===== src/rtl/tbase_pkg.sv =====
package tbase_pkg;
    localparam int WORD_W = 32;

    // register byte offsets (fixed: software decodes them)
    localparam int OFF_CTRL  = 'h68;
    localparam int OFF_CNT_L = 'h6C;
    localparam int OFF_CNT_H = 'h70;
    localparam int OFF_LD_L  = 'h74;
    localparam int OFF_LD_H  = 'h78;
    localparam int OFF_LAT_L = 'h7C;
    localparam int OFF_LAT_H = 'h80;

    localparam int DIV_LSB = 16;

    typedef enum logic [1:0] {
        CMD_NONE  = 2'd0,
        CMD_SNAP  = 2'd1,
        CMD_PRESET = 2'd2
    } tb_cmd_e;

    // strobe bits [1:0]: 01 snapshot, 11 preset, others nothing
    function automatic tb_cmd_e decode_cmd(input logic [1:0] bits);
        case (bits)
            2'b01:   return CMD_SNAP;
            2'b11:   return CMD_PRESET;
            default: return CMD_NONE;
        endcase
    endfunction
endpackage


===== src/rtl/tbase_prescaler.sv =====
module tbase_prescaler #(
    parameter int DIV_W = 16
) (
    input  logic             clk,
    input  logic             rst,
    input  logic [DIV_W-1:0] div_i,
    input  logic             restart_i,
    output logic             tick_o
);
    logic [DIV_W-1:0] phase_q;

    // >= so that lowering the divisor never stalls the count
    assign tick_o = (phase_q >= div_i);

    always_ff @(posedge clk) begin
        if (rst) begin
            phase_q <= '0;
        end else if (restart_i || tick_o) begin
            phase_q <= '0;
        end else begin
            phase_q <= phase_q + 1'b1;
        end
    end
endmodule


===== src/rtl/tbase_counter.sv =====
module tbase_counter #(
    parameter int CNT_W = 64
) (
    input  logic             clk,
    input  logic             rst,
    input  logic             tick_i,
    input  logic             load_i,
    input  logic [CNT_W-1:0] load_val_i,
    output logic [CNT_W-1:0] count_o
);
    always_ff @(posedge clk) begin
        if (rst) begin
            count_o <= '0;
        end else if (load_i) begin
            count_o <= load_val_i;
        end else if (tick_i) begin
            count_o <= count_o + 1'b1;
        end
    end
endmodule


===== src/rtl/tbase_regs.sv =====
module tbase_regs
    import tbase_pkg::*;
#(
    parameter int AW    = 8,
    parameter int DIV_W = 16,
    parameter int CNT_W = 64
) (
    input  logic              clk,
    input  logic              rst,
    input  logic              wr_en,
    input  logic [AW-1:0]     addr,
    input  logic [WORD_W-1:0] wdata,
    input  logic [CNT_W-1:0]  count_i,
    output logic [DIV_W-1:0]  div_o,
    output logic              load_o,
    output logic [CNT_W-1:0]  load_val_o,
    output logic [CNT_W-1:0]  snap_o,
    output logic [WORD_W-1:0] rdata
);
    localparam int NWORDS = CNT_W / WORD_W;

    tb_cmd_e cmd;
    logic    ctrl_wr;

    assign ctrl_wr = wr_en && (addr == AW'(OFF_CTRL));
    assign cmd     = ctrl_wr ? decode_cmd(wdata[1:0]) : CMD_NONE;
    assign load_o  = (cmd == CMD_PRESET);

    always_ff @(posedge clk) begin
        if (rst) begin
            div_o <= '0;
        end else if (ctrl_wr) begin
            div_o <= wdata[DIV_LSB +: DIV_W];
        end
    end

    // staging and snapshot words, one generated slice per 32-bit word
    for (genvar w = 0; w < NWORDS; w++) begin : g_word
        localparam int LD_OFF = OFF_LD_L + 4 * w;
        always_ff @(posedge clk) begin
            if (rst) begin
                load_val_o[w*WORD_W +: WORD_W] <= '0;
                snap_o[w*WORD_W +: WORD_W]     <= '0;
            end else begin
                if (wr_en && (addr == AW'(LD_OFF))) begin
                    load_val_o[w*WORD_W +: WORD_W] <= wdata;
                end
                if (cmd == CMD_SNAP) begin
                    snap_o[w*WORD_W +: WORD_W] <= count_i[w*WORD_W +: WORD_W];
                end
            end
        end
    end

    always_comb begin
        rdata = '0;
        case (addr)
            AW'(OFF_CTRL):  rdata[DIV_LSB +: DIV_W] = div_o;
            AW'(OFF_CNT_L): rdata = count_i[0 +: WORD_W];
            AW'(OFF_CNT_H): rdata = count_i[WORD_W +: WORD_W];
            AW'(OFF_LD_L):  rdata = load_val_o[0 +: WORD_W];
            AW'(OFF_LD_H):  rdata = load_val_o[WORD_W +: WORD_W];
            AW'(OFF_LAT_L): rdata = snap_o[0 +: WORD_W];
            AW'(OFF_LAT_H): rdata = snap_o[WORD_W +: WORD_W];
            default:        rdata = '0;
        endcase
    end
endmodule


===== src/rtl/timebase64.sv =====
module timebase64 #(
    parameter int AW    = 8,
    parameter int DIV_W = 16,
    parameter int CNT_W = 64
) (
    input  logic        clk,
    input  logic        rst,
    input  logic        wr_en,
    input  logic [7:0]  addr,
    input  logic [31:0] wdata,
    output logic [31:0] rdata
);
    logic [DIV_W-1:0] div_w;
    logic             tick_w;
    logic             load_w;
    logic [CNT_W-1:0] ldv_w;
    logic [CNT_W-1:0] count_w;
    logic [CNT_W-1:0] snap_w;

    tbase_regs #(.AW(AW), .DIV_W(DIV_W), .CNT_W(CNT_W)) u_regs (
        .clk(clk), .rst(rst), .wr_en(wr_en), .addr(addr[AW-1:0]),
        .wdata(wdata), .count_i(count_w), .div_o(div_w), .load_o(load_w),
        .load_val_o(ldv_w), .snap_o(snap_w), .rdata(rdata)
    );

    tbase_prescaler #(.DIV_W(DIV_W)) u_presc (
        .clk(clk), .rst(rst), .div_i(div_w), .restart_i(load_w), .tick_o(tick_w)
    );

    tbase_counter #(.CNT_W(CNT_W)) u_cnt (
        .clk(clk), .rst(rst), .tick_i(tick_w), .load_i(load_w),
        .load_val_i(ldv_w), .count_o(count_w)
    );
endmodule


===== config.mk =====
export PLATFORM = sky130hd
export DESIGN_NAME = timebase64
export DESIGN_NICKNAME = d
export VERILOG_FILES = /design/src/rtl/tbase_pkg.sv /design/src/rtl/tbase_prescaler.sv /design/src/rtl/tbase_counter.sv /design/src/rtl/tbase_regs.sv /design/src/rtl/timebase64.sv
export SDC_FILE = /design/constraint.sdc
export NUM_CORES = 1
export LEC_CHECK = 0
export ABC_AREA = 1
export BUFFER_PORTS_ARGS = -buffer_cell sky130_fd_sc_hd__buf_2
export CAP_MARGIN = 20
export CORE_UTILIZATION = 50
export CTS_BUF_LIST = sky130_fd_sc_hd__clkbuf_2
export DETAILED_ROUTE_END_ITERATION = 16
export PLACE_DENSITY = 0.79
export SLEW_MARGIN = 5
export SYNTH_ARGS = -nofsm -noshare
export SYNTH_HDL_FRONTEND = slang
export SYNTH_SLANG_ARGS = --single-unit

===== constraint.sdc =====
create_clock -name clk -period 4.6 [get_ports clk]
set_input_delay 0.46 -clock clk [delete_from_list [all_inputs] [get_ports clk]]
set_output_delay 0.46 -clock clk [all_outputs]
set_load 0.005 [all_outputs]

# Yosys cells after proc, flatten, opt, wreduce, memory -nomap -nowiden

Index checks and enable logic that the tools add are counted.

Input port bits: 43
Bits in registers: 224
Output and inout bits: 32

$add $sub $neg: 2
Eq/ne operators: 11
Multiplexer cells: 6
Reduce and logical (&&, ||, !) cells: 6
$lt $le $gt $ge: 1

Operator list:

| kind                                                | number |
|---|---|
| two-way mux 64 bit                                  | 2 |
| case mux 16 bit (7 select lines)                    | 1 |
| case mux 16 bit (6 select lines)                    | 1 |
| adder 64 x 1 -> 64 bit, second input constant       | 1 |
| equality test 8 x 7 -> 1 bit, second input constant | 6 |
| adder 16 x 1 -> 16 bit, second input constant       | 1 |
| >= comparator 16 bit                                | 1 |
| equality test 8 bit, second input constant          | 1 |
| equality test 2 x 1 -> 1 bit, second input constant | 2 |
| equality test 2 bit, second input constant          | 2 |
| case mux 2 bit (2 select lines)                     | 1 |
| logical AND 1 bit                                   | 3 |
| two-way mux 2 bit                                   | 1 |
| nonzero test 2 bit                                  | 1 |
| OR reduction 2 bit                                  | 1 |
| logical OR 1 bit                                    | 1 |

# Logic depth before layout (Yosys ltp)

Depth in word-level cells: 6
Mapped depth: 15
Mapped depth without buffers: 14

# Modules after synthesis

Synthesis repeated with hierarchy kept, for this count alone.

Cell total of the unflattened synthesis: 2135
Area, all modules: 13496.7 µm²

Modules (own cells, without submodules):

| module          | instances | area an instance (µm²) | cells each |
|---|---|---|---|
| tbase_regs      | 1         | 7766.2                 | 1263 |
| tbase_counter   | 1         | 4556.9                 | 711 |
| tbase_prescaler | 1         | 1173.6                 | 161 |

# Worst setup path after synthesis

Ideal clock, no wire load.

Kind: input-to-output
From: input port addr[7]
To: output port rdata[19]
Buffers on the path: 1
Path slack: 2.659 ns
Data required time: 4.140 ns
Stages: 8
Data arrival time: 1.481 ns
Cells stage by stage: inv_1 nand3_2 nor2_1 nand2_1 clkbuf_1 o22ai_1 a21oi_1 nand3_1

Longest elaborated chain between the ends: 2
Elaborated cells between the ends (all ways): 8
Classes of those cells: eq/ne: 7; mux: 1

RTL lines:

| element                                                                    | line             | text |
|---|---|---|
| start: declaration                                                         | timebase64.sv:9  | `input logic [7:0] addr,` |
| equality test 8 bit / equality test 8 x 7 -> 1 bit (equally long branches) | tbase_regs.sv:57 | `case (addr)` |
| case mux 16 bit (7 select lines) (*)                                       | tbase_regs.sv:57 |  |
| end: declaration                                                           | timebase64.sv:11 | `output logic [31:0] rdata` |

Mark *: on every way between the ends. The rest lies on a longest branch, timed or not.

# Final worst setup path

From: register u_presc.phase_q[7]
To: register u_cnt.count_o[7]

Longest elaborated chain between the ends: 2

RTL lines:

| element                      | line                  | text |
|---|---|---|
| start: declaration           | tbase_prescaler.sv:10 | `logic [DIV_W-1:0] phase_q;` |
| start signal: assignment     | tbase_prescaler.sv:21 | `phase_q <= phase_q + 1'b1;` |
| >= comparator 16 bit         | tbase_prescaler.sv:13 | `assign tick_o = (phase_q >= div_i);` |
| nonzero test 2 bit (no line) | n/a                   |  |
| end signal: assignment       | tbase_counter.sv:15   | `count_o <= load_val_i;` |
| end signal: assignment       | tbase_counter.sv:17   | `count_o <= count_o + 1'b1;` |
| end: declaration             | tbase_counter.sv:9    | `output logic [CNT_W-1:0] count_o` |

No other way between the ends.
A chain may end at the register's enable or synchronous reset.

==> results.sh <==
export IMPL_htreeDepth=2
export IMPL_overflow=0
export IMPL_areaGrowthSynthToFinish_pct=10.1
export IMPL_antenna_found_initial=1
export IMPL_netlist_instances=1886
export IMPL_vias=13600
export IMPL_insertion_delay_ns=0.91
export IMPL_fillerInstances=2405
export IMPL_design_area_um2=13500
export IMPL_skew_ns=0.0867
export IMPL_synth_seq_cells=224
export IMPL_seqCellArea_um2=4480
export IMPL_place_area_um2=12700
export IMPL_ys_types=35
export IMPL_arrival_ns=4.14
export IMPL_max_freq_mhz=296
export IMPL_yosysSeqAreaShare_pct=36.5
export IMPL_relSlewSlack_pct=35.4
export IMPL_reg2regPathDepth=12
export IMPL_finalSetupViolations=0
export IMPL_cp_max_fo=43
export IMPL_die_area_um2=25200
export IMPL_dp_hpwl_mm=29.2
export IMPL_viasPerCell=5.85
export IMPL_maxCapViolCount=0
export IMPL_ys_async_sr_fraction_pct=0
export IMPL_syn_cell_area_um2=12300
export IMPL_grt_pass1_wl_mm=67.6
export IMPL_final_cell_mix="nand2_1 (431), dfxtp_1 (224), a21oi_1 (222)"
export IMPL_status="completed"
export IMPL_cts_root_buf="clkbuf_2"
export IMPL_cts_setup_buffers=0
export IMPL_period_minus_slack_ns=3.38
export IMPL_core_area_um2=24200
export IMPL_r2r_slack_ns=1.22
export IMPL_fin_tns_setup_ns=0
export IMPL_crit_path_end_kind="flip-flop"
export IMPL_yosys_area_top_type_share_pct=36.5
export IMPL_tightest_slew_ns=0.966
export IMPL_cts_tree="yes"
export IMPL_rows=57
export IMPL_ir_drop_uv=194
export IMPL_ant_nets=0
export IMPL_cts_buffers=57
export IMPL_final_nets=2026
export IMPL_fin_crit_sh_pct=73.5
export IMPL_hold_path_depth=5
export IMPL_synth_nets=1947
export IMPL_clk_path_buf_depth=3
export IMPL_regToRegEndpoint="u_cnt.count_o[7]"
export IMPL_cts_sinks=224
export IMPL_grt_pass1_vias=12700
export IMPL_hold_start="wr_en"
export IMPL_dieWidth_um=159
export IMPL_p_leak_nw=5.06
export IMPL_synth_enable_flop_cells=0
export IMPL_ios=75
export IMPL_path_clk_slew_ns=0.10
export IMPL_grt_max_degree=128
export IMPL_multi_input_area_um2=6530
export IMPL_min_path_type="in2reg"
export IMPL_rsz0062_at_grt="no"
export IMPL_slew_violations=0
export IMPL_layout_drive_gt1_share_pct=11.1
export IMPL_yosysWarnings=0
export IMPL_hold_viol=0
export IMPL_drt_wl_total_mm=43.2
export IMPL_drt_iter0_markers=1678
export IMPL_portBuffers=74
export IMPL_crit_type="reg2reg"
export IMPL_synth_area_leader_cell="dfxtp_1"
export IMPL_power_per_cell_area_nw_per_um2=256
export IMPL_initial_core_util_pct=50.7
export IMPL_synth_top_cells_by_area="dfxtp_1 (36%), nand2_1 (13%), a21oi_1 (9.0%)"
export IMPL_drc=0
export IMPL_mostFrequentLayoutCell="nand2_1"
export IMPL_synth_flop_cell="dfxtp_1"
export IMPL_worstReg2RegStart="u_presc.phase_q[7]"
export IMPL_drt_first_pass_iters=7
export IMPL_required_ns=5.36
export IMPL_critPathLaunchType="flip-flop"
export IMPL_track_usage_pct=33.6
export IMPL_place_gp_congestion=0.994
export IMPL_holdPathEnd="u_regs.div_o[0]"
export IMPL_fp_dieH_um=159
export IMPL_routedWlPerCell_um=18.6
export IMPL_synth_area_per_cell_um2=6.52
## state kept, by name, summed over array words and instances (netlist names)
register and cells:
u_presc.phase_q 16, u_regs.div_o 16, u_cnt.count_o 64, u_regs.load_val_o 64, u_regs.snap_o 64
## cells by family (layout without fill, tap and decap cells)
kind of cell | Yosys count | count (layout) | synth area share, %
DFF | 224 | 224 | 36.5
xor gates and xnor gates | 31 | 31 | 2.21
and+or+nand+nor | 808 | 808 | 28.2
adders and majority gates | 18 | 18 | 1.83
AOI/OAI and AO/OA | 489 | 489 | 20.8
other | 0 | 1 | 0
buffers and inverters | 316 | 428 | 10.5
## metrics by stage
stage | hold WS (ns) | total power [mW] | setup WS, ns | utilization [%] | cells
floorplan | 0.424 | 2.07 | 2.66 | - | 1886
global placement | 0.433 | 2.12 | 1.20 | 52.5 | 2198
detailed placement | 0.439 | 2.12 | 1.10 | 52.5 | 2198
CTS | 0.0130 | 3.46 | 1.31 | 55.8 | 2322
global route | 0.0559 | 3.57 | 0.925 | 55.8 | 2323
finish | 0.0668 | 3.47 | 1.22 | 55.8 | 2323
## worst max-delay path: stages, from the launching register on
cell     delay (ns)
dfxtp_1        0.47
ha_1           0.30
nand2_1        0.09
nor2_1         0.06
nand2_1        0.05
nand2_1        0.04
nor2_1         0.09
nand2_1        0.07
nand2_1        0.09
nand3_2        0.08
inv_2          0.67
nand2_2        0.81
o21ai_0        0.41
## layer usage
metal	vias to the layer above	global-route usage [%]	wire length, µm
met5	-	0	0
met4	0	13.9	1470
met3	129	6.58	4860
met2	825	52.3	19200
met1	6230	45.2	17700
li1	6406	-	-
## layout make-up
class	count	area share (%)
diodes	1	0.0185
multi-input cells	1346	48.2
clock inverters	6	0.388
inverters	212	5.90
flip-flops and latches	224	33.1
clock buffers	86	3.18
well taps	324	2.99
repair buffers	124	6.19
## cell usage after synthesis, drive strengths merged, types with 18 or more instances
| cell type | count |
|---|---|
| ha | 18 |
| o22ai | 59 |
| nor2 | 159 |
| a21oi | 222 |
| nand3 | 186 |
| clkbuf | 63 |
| o21ai | 197 |
| nand2 | 442 |
| inv | 211 |
| buf | 41 |
| xor2 | 23 |
| dfxtp | 224 |
## how the worst max path moves through the flow
stage	start	endpoint	slack [ns]	cells after the start
after floorplan	addr[7]	rdata[19]	2.66	8
after global placement	addr[5]	u_cnt.count_o[28]	1.20	11
after detailed placement	addr[5]	u_cnt.count_o[6]	1.10	11
after CTS	u_regs.div_o[15]	u_cnt.count_o[43]	1.31	11
after global routing	u_presc.phase_q[7]	u_cnt.count_o[9]	0.92	12
final	u_presc.phase_q[7]	u_cnt.count_o[7]	1.22	12
## report_power, final
part	internal (mW)	switching (mW)	total (mW)
Sequential	1.94	0.00484	1.95
Combinational	0.0529	0.107	0.160
Clock	0.540	0.819	1.36
## what timing repair did
item                                    4_1_cts  5_1_grt
hold buffers                                 32        0
gates resized for setup                       0        0
endpoints found under the hold margin        79        0
endpoints found under the setup margin        0        0
(Power assumes the default switching activity.)
